[src/rtl/sio_pkg.sv]
package sio_pkg;
    typedef enum logic [1:0] {TX_IDLE, TX_START, TX_DATA, TX_STOP} tx_state_e;
    typedef enum logic [2:0] {RX_IDLE, RX_START, RX_DATA, RX_STOP, RX_HOLD} rx_state_e;

    localparam logic [2:0] OFS_DATA  = 3'd0;
    localparam logic [2:0] OFS_IEN   = 3'd1;
    localparam logic [2:0] OFS_ISTAT = 3'd2;
    localparam logic [2:0] OFS_LCTL  = 3'd3;
    localparam logic [2:0] OFS_MCTL  = 3'd4;
    localparam logic [2:0] OFS_LSTAT = 3'd5;
    localparam logic [2:0] OFS_MSTAT = 3'd6;
    localparam logic [2:0] OFS_SCR   = 3'd7;

    localparam int OVERSAMPLE = 16;
    localparam int DATA_BITS  = 8;
endpackage

[src/rtl/sio_baud.sv]
module sio_baud #(
    parameter int DIV_W = 16
) (
    input  logic             clk,
    input  logic             rst_n,
    input  logic [DIV_W-1:0] divisor,
    output logic             tick
);
    logic [DIV_W-1:0] cnt;
    logic [DIV_W-1:0] limit;

    always_comb limit = (divisor == '0) ? '0 : divisor - DIV_W'(1);

    always_ff @(posedge clk or negedge rst_n) begin
        if (!rst_n)              cnt <= '0;
        else if (cnt >= limit)   cnt <= '0;
        else                     cnt <= cnt + DIV_W'(1);
    end

    assign tick = (cnt >= limit);


    tick_spacing_chk: assert property (@(posedge clk) disable iff (!rst_n)
        (tick && limit != '0) |=> (!tick || limit == '0));
endmodule

[src/rtl/sio_tx.sv]
module sio_tx
    import sio_pkg::*;
#(
    parameter int NBITS = DATA_BITS
) (
    input  logic             clk,
    input  logic             rst_n,
    input  logic             tick,
    input  logic             load,
    input  logic [NBITS-1:0] data,
    output logic             take,
    output logic             busy,
    output logic             txd
);
    localparam int CW = $clog2(OVERSAMPLE);
    localparam int BW = $clog2(NBITS);
    localparam logic [CW-1:0] LAST_TICK = CW'(OVERSAMPLE - 1);
    localparam logic [BW-1:0] LAST_BIT  = BW'(NBITS - 1);

    tx_state_e        st, nxt;
    logic [CW-1:0]    tcnt;
    logic [BW-1:0]    bidx;
    logic [NBITS-1:0] shreg;
    logic             bit_end;

    assign bit_end = tick && (tcnt == LAST_TICK);

    always_ff @(posedge clk or negedge rst_n) begin
        if (!rst_n) st <= TX_IDLE;
        else        st <= nxt;
    end

    always_comb begin
        nxt = st;
        unique case (st)
            TX_IDLE:  if (load)                          nxt = TX_START;
            TX_START: if (bit_end)                       nxt = TX_DATA;
            TX_DATA:  if (bit_end && bidx == LAST_BIT)   nxt = TX_STOP;
            TX_STOP:  if (bit_end)                       nxt = TX_IDLE;
            default:                                     nxt = TX_IDLE;
        endcase
    end

    always_ff @(posedge clk or negedge rst_n) begin
        if (!rst_n) begin
            tcnt  <= '0;
            bidx  <= '0;
            shreg <= '0;
        end else if (take) begin
            tcnt  <= '0;
            bidx  <= '0;
            shreg <= data;
        end else if (st != TX_IDLE && tick) begin
            tcnt <= tcnt + CW'(1);
            if (bit_end && st == TX_DATA) begin
                shreg <= shreg >> 1;
                bidx  <= bidx + BW'(1);
            end
        end
    end

    always_comb begin
        take = 1'b0;
        busy = 1'b1;
        txd  = 1'b1;
        unique case (st)
            TX_IDLE:  begin busy = 1'b0; take = load; end
            TX_START: txd = 1'b0;
            TX_DATA:  txd = shreg[0];
            TX_STOP:  txd = 1'b1;
            default:  txd = 1'b1;
        endcase
    end


    tx_take_start_chk: assert property (@(posedge clk) disable iff (!rst_n)
        take |=> (st == TX_START));

    tx_stop_after_data_chk: assert property (@(posedge clk) disable iff (!rst_n)
        (st == TX_DATA && bit_end && bidx == LAST_BIT) |=> (st == TX_STOP && txd));
endmodule

[src/rtl/sio_rx.sv]
module sio_rx
    import sio_pkg::*;
#(
    parameter int NBITS = DATA_BITS
) (
    input  logic             clk,
    input  logic             rst_n,
    input  logic             tick,
    input  logic             rxd,
    output logic             done,
    output logic             ferr,
    output logic [NBITS-1:0] data
);
    localparam int CW = $clog2(OVERSAMPLE);
    localparam int BW = $clog2(NBITS);
    localparam logic [CW-1:0] LAST_TICK = CW'(OVERSAMPLE - 1);
    localparam logic [CW-1:0] MID_TICK  = CW'(OVERSAMPLE / 2 - 1);
    localparam logic [BW-1:0] LAST_BIT  = BW'(NBITS - 1);

    rx_state_e        st, nxt;
    logic             rx_s1, rx_s2;
    logic [CW-1:0]    tcnt;
    logic [BW-1:0]    bidx;
    logic [NBITS-1:0] shreg;
    logic             bit_end, mid_pt;

    assign bit_end = tick && (tcnt == LAST_TICK);
    assign mid_pt  = tick && (tcnt == MID_TICK);

    always_ff @(posedge clk or negedge rst_n) begin
        if (!rst_n) begin
            rx_s1 <= 1'b1;
            rx_s2 <= 1'b1;
        end else begin
            rx_s1 <= rxd;
            rx_s2 <= rx_s1;
        end
    end

    always_ff @(posedge clk or negedge rst_n) begin
        if (!rst_n) st <= RX_IDLE;
        else        st <= nxt;
    end

    always_comb begin
        nxt = st;
        unique case (st)
            RX_IDLE:  if (tick && !rx_s2)                nxt = RX_START;
            RX_START: if (mid_pt)                        nxt = rx_s2 ? RX_IDLE : RX_DATA;
            RX_DATA:  if (bit_end && bidx == LAST_BIT)   nxt = RX_STOP;
            RX_STOP:  if (bit_end)                       nxt = rx_s2 ? RX_IDLE : RX_HOLD;
            RX_HOLD:  if (rx_s2)                         nxt = RX_IDLE;
            default:                                     nxt = RX_IDLE;
        endcase
    end

    always_ff @(posedge clk or negedge rst_n) begin
        if (!rst_n) begin
            tcnt  <= '0;
            bidx  <= '0;
            shreg <= '0;
            done  <= 1'b0;
            ferr  <= 1'b0;
        end else begin
            done <= 1'b0;
            unique case (st)
                RX_IDLE: begin
                    tcnt <= '0;
                    bidx <= '0;
                end
                RX_START: begin
                    if (mid_pt)    tcnt <= '0;
                    else if (tick) tcnt <= tcnt + CW'(1);
                end
                RX_DATA: begin
                    if (tick) tcnt <= tcnt + CW'(1);
                    if (bit_end) begin
                        shreg <= {rx_s2, shreg[NBITS-1:1]};
                        bidx  <= bidx + BW'(1);
                    end
                end
                RX_STOP: begin
                    if (tick) tcnt <= tcnt + CW'(1);
                    if (bit_end) begin
                        done <= 1'b1;
                        ferr <= !rx_s2;
                    end
                end
                RX_HOLD: tcnt <= '0;
                default: tcnt <= '0;
            endcase
        end
    end

    assign data = shreg;


    rx_glitch_drop_chk: assert property (@(posedge clk) disable iff (!rst_n)
        (st == RX_START && mid_pt && rx_s2) |=> (st == RX_IDLE && !done));

    rx_hold_on_ferr_chk: assert property (@(posedge clk) disable iff (!rst_n)
        (st == RX_STOP && bit_end && !rx_s2) |=> (st == RX_HOLD));
endmodule

[src/rtl/sio_port.sv]
module sio_port
    import sio_pkg::*;
#(
    parameter logic [15:0] RESET_DIV = 16'd1
) (
    input  logic       clk,
    input  logic       rst_n,
    input  logic       sel_a,
    input  logic       sel_b,
    input  logic       sel_n,
    input  logic [2:0] addr,
    input  logic       wr_en,
    input  logic       rd_en,
    input  logic [7:0] wdata,
    output logic [7:0] rdata,
    input  logic       rxd,
    output logic       txd,
    output logic       irq
);
    localparam int DIV_W = 16;

    logic       cs, wr, rd, bank;
    logic [7:0] rbr, thr, lcr, scr, dll, dlm;
    logic [3:0] ier;
    logic [4:0] mcr;
    logic       dr, oe, fe, thr_full;
    logic       tick, take, tx_busy, rx_done, rx_ferr;
    logic [7:0] rx_byte, isr_v, lsr_v;
    logic       rd_rbr, rd_lsr, wr_thr;

    assign cs     = sel_a && sel_b && !sel_n;
    assign wr     = wr_en && cs;
    assign rd     = rd_en && cs;
    assign bank   = lcr[7];
    assign rd_rbr = rd && addr == OFS_DATA && !bank;
    assign rd_lsr = rd && addr == OFS_LSTAT;
    assign wr_thr = wr && addr == OFS_DATA && !bank;

    sio_baud #(.DIV_W(DIV_W)) u_baud (
        .clk(clk), .rst_n(rst_n), .divisor({dlm, dll}), .tick(tick)
    );

    sio_tx #(.NBITS(DATA_BITS)) u_tx (
        .clk(clk), .rst_n(rst_n), .tick(tick), .load(thr_full), .data(thr),
        .take(take), .busy(tx_busy), .txd(txd)
    );

    sio_rx #(.NBITS(DATA_BITS)) u_rx (
        .clk(clk), .rst_n(rst_n), .tick(tick), .rxd(rxd),
        .done(rx_done), .ferr(rx_ferr), .data(rx_byte)
    );

    // Control register writes
    always_ff @(posedge clk or negedge rst_n) begin
        if (!rst_n) begin
            lcr <= '0;
            ier <= '0;
            mcr <= '0;
            scr <= '0;
            dll <= RESET_DIV[7:0];
            dlm <= RESET_DIV[15:8];
            thr <= '0;
        end else if (wr) begin
            unique case (addr)
                OFS_DATA:  if (bank) dll <= wdata; else thr <= wdata;
                OFS_IEN:   if (bank) dlm <= wdata; else ier <= wdata[3:0];
                OFS_LCTL:  lcr <= wdata;
                OFS_MCTL:  mcr <= wdata[4:0];
                OFS_SCR:   scr <= wdata;
                default:   ;
            endcase
        end
    end

    // Holding register occupancy
    always_ff @(posedge clk or negedge rst_n) begin
        if (!rst_n)      thr_full <= 1'b0;
        else if (wr_thr) thr_full <= 1'b1;
        else if (take)   thr_full <= 1'b0;
    end

    // Receive status
    always_ff @(posedge clk or negedge rst_n) begin
        if (!rst_n) begin
            rbr <= '0;
            dr  <= 1'b0;
            oe  <= 1'b0;
            fe  <= 1'b0;
        end else begin
            if (rd_lsr) begin
                oe <= 1'b0;
                fe <= 1'b0;
            end
            if (rx_done) begin
                rbr <= rx_byte;
                dr  <= 1'b1;
                if (dr && !rd_rbr) oe <= 1'b1;
                if (rx_ferr)       fe <= 1'b1;
            end else if (rd_rbr) begin
                dr <= 1'b0;
            end
        end
    end

    always_comb begin
        isr_v = (ier[0] && dr) ? 8'h04 : 8'h01;
        lsr_v = {1'b0, !thr_full && !tx_busy, !thr_full, 1'b0, fe, 1'b0, oe, dr};
    end

    assign irq = ier[0] && dr;

    always_comb begin
        rdata = 8'h00;
        if (cs) begin
            unique case (addr)
                OFS_DATA:  rdata = bank ? dll : rbr;
                OFS_IEN:   rdata = bank ? dlm : {4'h0, ier};
                OFS_ISTAT: rdata = isr_v;
                OFS_LCTL:  rdata = lcr;
                OFS_MCTL:  rdata = {3'b000, mcr};
                OFS_LSTAT: rdata = lsr_v;
                OFS_MSTAT: rdata = 8'h00;
                OFS_SCR:   rdata = scr;
                default:   rdata = 8'h00;
            endcase
        end
    end


    cs_write_block_chk: assert property (@(posedge clk) disable iff (!rst_n)
        (wr_en && !cs) |=> ($stable(scr) && $stable(lcr) && $stable(mcr)));

    lctl_write_chk: assert property (@(posedge clk) disable iff (!rst_n)
        (wr && addr == OFS_LCTL) |=> (lcr == $past(wdata)));

    rbr_read_clear_chk: assert property (@(posedge clk) disable iff (!rst_n)
        (rd_rbr && !rx_done) |=> !dr);

    irq_cause_chk: assert property (@(posedge clk) disable iff (!rst_n)
        $rose(irq) |-> ($past(rx_done) || $past(wr && addr == OFS_IEN && !bank)));
endmodule

[config.mk]
export PLATFORM = sky130hd
export DESIGN_NAME = sio_port
export DESIGN_NICKNAME = d
export VERILOG_FILES = /design/src/rtl/sio_pkg.sv /design/src/rtl/sio_baud.sv /design/src/rtl/sio_tx.sv /design/src/rtl/sio_rx.sv /design/src/rtl/sio_port.sv
export SDC_FILE = /design/constraint.sdc
export NUM_CORES = 1
export LEC_CHECK = 0
export BUFFER_PORTS_ARGS = -buffer_cell sky130_fd_sc_hd__buf_2
export CAP_MARGIN = 20
export CORE_AREA = 5 5 109 131
export CTS_BUF_LIST = sky130_fd_sc_hd__clkbuf_16
export CTS_CLUSTER_SIZE = 8
export DETAILED_ROUTE_END_ITERATION = 8
export DIE_AREA = 0 0 114 136
export GPL_TIMING_DRIVEN = 0
export PLACE_DENSITY_LB_ADDON = 0.12
export SYNTH_ARGS = -nofsm -noshare
export SYNTH_HDL_FRONTEND = slang
export SYNTH_SLANG_ARGS = --single-unit
[constraint.sdc]
create_clock -name clk -period 10.8 [get_ports clk]
set_input_delay 3.24 -clock clk [delete_from_list [all_inputs] [get_ports clk]]
set_output_delay 3.24 -clock clk [all_outputs]
set_load 0.1 [all_outputs]
# After elaboration in Yosys (flattened, before gate mapping)
# Cells that the tools add are included.
[totals]
reg_bits = 116
output_inout_bits = 10
word_cells = 158
[classes]
n_addsub = 6
n_lt_le_gt_ge = 1
eq_ne = 29
n_mux = 47
bitwise_logic = 1
reduce_logical = 49
[op_table]
columns = ["operator", "count"]
rows = [
  ["case mux 8 bit (8 select lines)", 1],
  ["2-to-1 mux 8 bit", 6],
  ["2-to-1 mux 3 bit", 11],
  ["2-to-1 mux 16 bit", 2],
  ["== test 3 bit (second input constant)", 7],
  ["logical AND 1 bit", 20],
  ["!= test 2 x 1 -> 1 bit (second input constant)", 9],
  ["adder 16 x 1 -> 16 bit (second input constant)", 1],
  ["greater-or-equal comparator 16 bit", 1],
  ["zero test 16 bit", 1],
  ["2-to-1 mux 4 bit", 4],
  ["subtractor 16 x 1 -> 16 bit (second input constant)", 1],
  ["case mux 3 bit (5 select lines)", 1],
  ["AND reduction 2 bit", 7],
  ["2-to-1 mux 1 bit", 13],
  ["== test 3 x 2 -> 1 bit (second input constant)", 4],
  ["AND reduction 3 bit", 4],
  ["nonzero test 2 bit", 6],
  ["2-to-1 mux 2 bit", 5],
  ["adder 4 x 1 -> 4 bit (second input constant)", 2],
  ["== test 4 bit (second input constant)", 2],
  ["case mux 2 bit (4 select lines)", 1],
  ["case mux 4 bit (2 select lines)", 1],
  ["adder 3 x 1 -> 3 bit (second input constant)", 2],
  ["14 further kinds", 21],
]

# Depth between registers and ports, before layout
# Gate-level depths: netlist (run 1).
[depth]
ltp_word = 9
ltp_mapped = 16
ltp_nobuf = 14

# By module
# From an unflattened synthesis (run 1), not the netlist that was laid out.
[unflattened]
cells_unflattened = 573
area_unflattened_um2 = 6477.5
[by_module_without_submodules]
columns = ["module", "instances", "cells_each", "area_each_um2", "seq_area_each_um2"]
rows = [
  ["sio_port", 1, 227, 2985.4, 1527.7],
  ["sio_baud", 1, 175, 1536.5, 400.4],
  ["sio_rx", 1, 82, 1004.7, 553.0],
  ["sio_tx", 1, 89, 950.9, 425.4],
]

# Worst setup path after synthesis (run 1)
# Ideal clock, no wire load.
[synth_timing]
path_type = "in2out"
startpoint = "input port addr[0]"
endpoint = "output port rdata[2]"
arrival_time_ns = 6.366
t_required_ns = 7.560
slack_ns = 1.194
stages = 6
path_buffers = 2
path_cell_list = "clkbuf_1 clkbuf_1 a21oi_1 o21ai_0 a21oi_1 a211oi_1"
[synth_between]
elab_chain_len = 3
[synth_lines]
columns = ["element", "line", "rtl"]
rows = [
  ["start: declaration", "sio_port.sv:11", "input logic [2:0] addr,"],
  ["== test 3 bit, or another cell as far along", "sio_port.sv:115", "unique case (addr)"],
  ["case mux 8 bit (8 select lines) (*)", "sio_port.sv:115", ""],
  ["2-to-1 mux 8 bit (*)", "sio_port.sv:114", "if (cs) begin"],
  ["end: declaration", "sio_port.sv:15", "output logic [7:0] rdata,"],
]
# Every way passes the cells marked *; elsewhere a longest branch is shown, timed or not.

# Worst setup path after layout (run 1)
# Same ends and word-level chain as after synthesis.

==> results of run 1 <==
-- cells by family after synthesis --
group,count (synthesis)
xor+xnor,26
compound gates,117
flops,116
buf+inv,41
mux,85
fa+ha+maj,30
simple gates,174
-- through the flow --
step | hold slack (ns) | power, mW | instance area [um2] | std cells | setup WS [ns]
6_report | 0.359 | 1.44 | 7230 | 817 | 2.26
5_1_grt | 0.364 | 1.53 | 7230 | 817 | 2.13
4_1_cts | 0.360 | 1.46 | 7230 | 817 | 2.32
3_5_place_dp | 0.352 | 0.908 | 6660 | 785 | 2.33
3_3_place_gp | 0.349 | 0.894 | 6630 | 784 | 2.31
2_1_floorplan | 0.345 | 0.816 | 6280 | 589 | 1.19
-- registers in the layout, summed over array words and instances (netlist names), 8 cells and up --
name / flops
dll: 8
dlm: 8
lcr: 8
rbr: 8
scr: 8
thr: 8
u_baud.cnt: 16
u_rx.data: 8
u_tx.shreg: 8
-- path summary, 6_finish.rpt --
path | end | slack (ns)
worst max register to register | u_tx.st[1] | 6.75
worst min-delay path | u_rx.rx_s2 | 0.36
worst max-delay path | rdata[2] | 2.26
max in group asynchronous | thr[4] | 7.36
min in group asynchronous | u_baud.cnt[14] | 2.76
worst min register to register | u_rx.rx_s2 | 0.36
-- routing by layer --
| metal | part of all wire, % | track usage [%] |
|---|---|---|
| met5 | 0 | 0 |
| met4 | 2.1 | 7.26 |
| met3 | 3.4 | 4.50 |
| met2 | 50 | 32.0 |
| met1 | 45 | 24.8 |
-- final cells by class --
| class | instances | area share (%) |
|---|---|---|
| Tap cell | 168 | 2.91 |
| Timing Repair Buffer | 28 | 2.34 |
| Clock inverter | 15 | 1.99 |
| Buffer | 25 | 1.83 |
| Clock buffer | 17 | 5.89 |
| Sequential cell | 116 | 40.2 |
| Inverter | 16 | 0.831 |
| Multi-Input combinational cell | 432 | 44.0 |
-- cells in the final DEF (no fill, tap or decap), types with 14 or more instances in the layout --
master     instances
buf_2             33
o21ai_0           31
inv_1             16
ha_1              30
nor2_1            46
nand2_1           58
nor3_1            14
a21oi_1           32
dfrtp_1          113
clkbuf_16         17
mux2_2            70
mux2i_1           15
-- power by group --
part           internal [mW]  switching (mW)  leakage [nW]  total (mW)
sequential             0.490          0.0453          1.56       0.535
clock                  0.322           0.217         0.274       0.539
combinational          0.143           0.223          1.54       0.367
total                  0.955           0.486          3.38        1.44
==> flow_metrics.py, run 1 <==
metrics = {
    "run_status": {
        "status": "complete, no violations",
    },
    "yosys": {
        "synth_seq_area_share_pct": 46.3,
        "synthTopCellsByCount": "dfrtp_1 (113), mux2_2 (70), nand2_1 (58), nor2_1 (46), a21oi_1 (32)",
        "async_flop_share_pct": 100,
        "synthDistinctLibCells": 59,
        "synth_top_family_by_area": "multiplexers",
        "synth.most_common_cell": "dfrtp_1",
        "synth.largest_area_cell": "dfrtp_1",
        "yosys.area_share.simple_pct": 13.5,
        "synthAdderAreaFrac_pct": 5.98,
        "synth.cell_area_um2": 6280,
        "yosysWarnings": 0,
        "synth_top_area_share_pct": 45.0,
        "postSynthCellCount": 589,
        "synth_edf_count": 0,
        "syn_avg_cell_area_um2": 10.7,
        "ys_ff_latch": 116,
        "synth_xor_area_share_pct": 3.63,
        "synth_ff_type": "dfrtp_1",
        "synthTopCellsByArea": "dfrtp_1 (45%), mux2_2 (13%), ha_1 (6.0%)",
        "syn-num-nets": 638,
        "synth-compound-area-share_pct": 12.6,
        "synth.area.mux_share_pct": 14.9,
    },
    "clock_tree": {
        "cts_hold_buffers": 0,
        "clk_path_buf_depth": 2,
        "cts_root_buffer": "clkbuf_16",
        "cts_made_buffers": 17,
        "cts_tree": "done",
        "ctsResizeCount": 0,
        "post_cts_buffers": 0,
        "clk_transition_reported_paths_ns": 0.06,
        "worst_skew_pair.late_latency_ns": 0.41,
        "h-tree-depth": 4,
        "cts_sinks": 116,
    },
    "route": {
        "first_pass_iters": 5,
        "routed_wl_um": 14000,
        "drtIter0Drc": 243,
        "vias": 4610,
        "wl_per_cell_um": 17.1,
        "ant_nets": 0,
        "drc": 0,
        "vias_per_cell": 5.64,
    },
    "worst_setup_path": {
        "startpoint_type": "input pin",
        "worstRegToRegCells": 14,
        "cp_num_cells": 7,
        "path_buf_inv": 3,
        "cp-startpoint": "addr[0]",
        "crit_chain": "clkbuf_1, clkbuf_1, a21oi_1, o21ai_0, a21oi_1, a211oi_1, buf_2",
        "criticalPathCategory": "in2out",
        "cp.arrival_ns": 5.30,
        "r2r-start": "dll[6]",
        "crit_required_ns": 7.56,
        "path_delay_family": "buffers and inverters",
        "slowest_delay_ns": 0.49,
        "worstPathMaxFanout": 10,
        "endpoint_kind": "output pin",
        "worst_path_max_delay_cell": "buf_2",
    },
    "final_layout": {
        "fill_cells": 1138,
        "area_growth_pct": 15.1,
        "fin_util_pct": 55.8,
        "num_antenna_cells": 0,
        "seq_area_um2": 2910,
        "drive_above_1_share_pct": 24.7,
        "multi_input_area_um2": 3180,
        "fin_nets": 685,
    },
    "timing": {
        "rsz0062_at_grt": "no",
        "max_freq_mhz": 117,
        "finalSetupViolations": 0,
        "skew_ns": 0.0109,
        "relSlewSlack_pct": 42.4,
        "fin_crit_sh_pct": 79.0,
        "min_period_ns": 8.54,
        "hold_viol": 0,
        "setup_tns_ns": 0,
        "slew_viol_final": 0,
        "worst_slew_pin_slew_ns": 0.855,
    },
    "power": {
        "p_leak_nw": 3.38,
        "max-vdd-ir-drop_v": 0.000155,
        "p_per_area_nw_per_um2": 199,
    },
    "die": {
        "placementRows": 46,
        "start_util_pct": 48.5,
        "dieArea_um2": 15500,
        "die_y_um": 136,
        "die_w_um": 114,
        "io_pins": 29,
        "core_um2": 12900,
    },
    "global_route": {
        "grt_pass1_wl_um": 23500,
        "grt_pass1_vias": 4760,
        "track_usage_pct": 19.4,
        "antenna_found_initial": 0,
        "overflow": 0,
        "grt_max_degree": 68,
    },
    "placed_design": {
        "portBuffers": 27,
        "dp_hpwl_um": 10300,
        "gp_congestion": 0.850,
    },
    "hold_path": {
        "hp-start": "u_rx.rx_s1",
        "min_path_type": "reg2reg",
        "hold_depth": 0,
    },
    "run": {
        "maxCapViolations": 0,
    },
}
Power figures use the tool's default switching activity.
==> run 2: changes to the inputs <==
==> constraint.sdc (replaced) <==
create_clock -name clk -period 7.4 [get_ports clk]
set_input_delay 2.22 -clock clk [delete_from_list [all_inputs] [get_ports clk]]
set_output_delay 2.22 -clock clk [all_outputs]
set_load 0.1 [all_outputs]
==> flow_metrics.py, run 2 (synthesis gave the netlist of run 1 again) <==
metrics = {
    "run_status": {
        "status": "complete, no violations",
    },
    "power": {
        "switching_share_pct": 32.0,
        "pwr-share-comb_pct": 24.6,
        "clockPowerShare_pct": 39.7,
        "switchingPower_mw": 0.702,
        "max-vdd-ir-drop_v": 0.000271,
        "seqPwrFrac_pct": 35.8,
        "p_per_area_nw_per_um2": 299,
        "p_int_mw": 1.49,
        "p_leak_nw": 3.42,
    },
    "final_layout": {
        "seq_area_um2": 2910,
        "top_register": "u_baud.cnt",
        "num_antenna_cells": 0,
        "final_cell_mix": "dfrtp_1 (113), mux2_2 (70), nand2_1 (58)",
        "drive_above_1_share_pct": 25.4,
        "fin_nets": 686,
        "multi_input_area_um2": 3210,
        "layout_commonest_cell": "dfrtp_1",
        "fill_cells": 1140,
        "largest_reg_flops": 16,
        "area_growth_pct": 16.7,
        "finalInstanceArea_um2": 7330,
    },
    "global_route": {
        "grt_pass1_vias": 4763,
        "antenna_found_initial": 0,
        "grt_pass1_wl_um": 23900,
        "grt_max_degree": 66,
        "overflow": 0,
        "track_usage_pct": 19.8,
    },
    "timing": {
        "relSlewSlack_pct": 41.3,
        "hold_viol": 0,
        "worst_slew_pin_slew_ns": 0.872,
        "min_period_ns": 6.50,
        "skew_ns": 0.0105,
        "fin_ws_ns": 0.896,
        "slew_viol_final": 0,
        "finalSetupViolations": 0,
        "rsz0062_at_grt": "no",
        "max_freq_mhz": 154,
        "fin_crit_sh_pct": 87.9,
        "setup_tns_ns": 0,
    },
    "clock_tree": {
        "cts_hold_buffers": 0,
        "ctsResizeCount": 0,
        "clk_transition_reported_paths_ns": 0.05,
        "h-tree-depth": 4,
        "cts_made_buffers": 17,
        "clk_path_buf_depth": 2,
        "cts_root_buffer": "clkbuf_16",
        "cts_tree": "done",
        "cts_sinks": 116,
        "worst_skew_pair.late_latency_ns": 0.42,
        "post_cts_buffers": 0,
    },
    "placed_design": {
        "dp_slack_ns": 0.976,
        "placed_area_um2": 6690,
        "gp_congestion": 0.912,
        "portBuffers": 27,
        "dp_hpwl_um": 10300,
    },
    "hold_path": {
        "hp-start": "u_rx.rx_s1",
        "hold_depth": 0,
        "min_path_type": "reg2reg",
        "worstHoldEndpoint": "u_rx.rx_s2",
    },
    "route": {
        "routed_wl_um": 14200,
        "vias_per_cell": 5.68,
        "drtIter0Drc": 304,
        "wl_per_cell_um": 17.4,
        "first_pass_iters": 9,
        "ant_nets": 0,
        "drc": 0,
        "vias": 4644,
    },
    "worst_setup_path": {
        "cp.arrival_ns": 4.28,
        "startpoint_type": "input pin",
        "criticalPathCategory": "in2out",
        "endpoint_kind": "output pin",
        "worstRegToRegCells": 14,
        "crit_required_ns": 5.18,
        "reg2reg_to": "u_tx.st[1]",
        "worstPathMaxFanout": 10,
        "r2r-start": "dll[6]",
        "rrSetupSlack_ns": 3.41,
    },
    "run": {
        "maxCapViolations": 0,
    },
    "die": {
        "die_y_um": 136,
        "placementRows": 46,
        "start_util_pct": 48.5,
        "core_um2": 12900,
        "dieArea_um2": 15500,
        "io_pins": 29,
        "die_w_um": 114,
    },
}
[run 2: cell type report]
| cell class | instances | area share (%) |
|---|---|---|
| Multi-Input combinational cell | 432 | 43.8 |
| Sequential cell | 116 | 39.7 |
| Clock buffer | 17 | 5.81 |
| Tap cell | 168 | 2.87 |
| Clock inverter | 15 | 2.80 |
| Timing Repair Buffer | 29 | 2.37 |
| Buffer | 25 | 1.81 |
| Inverter | 16 | 0.820 |
[run 2: worst max path at each step]
stage,start,to,slack (ns),cells after the start
after floorplan,addr[0],rdata[2],0.79,6
after global placement,addr[0],rdata[4],0.94,8
after detailed placement,addr[0],rdata[4],0.98,8
after CTS,addr[0],rdata[4],0.96,8
after global routing,addr[0],rdata[4],0.77,8
final,addr[0],rdata[4],0.90,8
[run 2: power groups by stage]
| stage | Combinational [mW] | Clock (mW) | Sequential (mW) |
|---|---|---|---|
| after floorplan | 0.420 | 0 | 0.772 |
| after global placement | 0.519 | 0 | 0.789 |
| after detailed placement | 0.539 | 0 | 0.793 |
| after CTS | 0.545 | 0.887 | 0.784 |
| after global routing | 0.603 | 0.920 | 0.794 |
| final | 0.539 | 0.869 | 0.783 |
[run 2: critical path, stage by stage]
cell	delay, ns
clkbuf_1	0.36
inv_1	0.26
nor3_1	0.23
a21oi_1	0.10
o22ai_1	0.22
a21oi_1	0.09
a211oi_2	0.31
buf_2	0.49
[run 2: per-layer routing]
metal	GRT usage, %	vias up	part of all wire [%]
met1	25.7	2287	45
met3	4.54	22	4.4
met2	31.8	120	49
met4	8.12	0	2.0
met5	0	-	0
li1	-	2215	-
[run 2: per-stage QoR]
step | utilization (%) | hold WS, ns | instances | power [mW]
global placement | 51.4 | 0.347 | 784 | 1.31
finish | 56.6 | 0.356 | 818 | 2.19
CTS | 56.5 | 0.356 | 817 | 2.21
floorplan | - | 0.345 | 589 | 1.19
global route | 56.6 | 0.363 | 818 | 2.32
detailed placement | 51.7 | 0.349 | 785 | 1.33
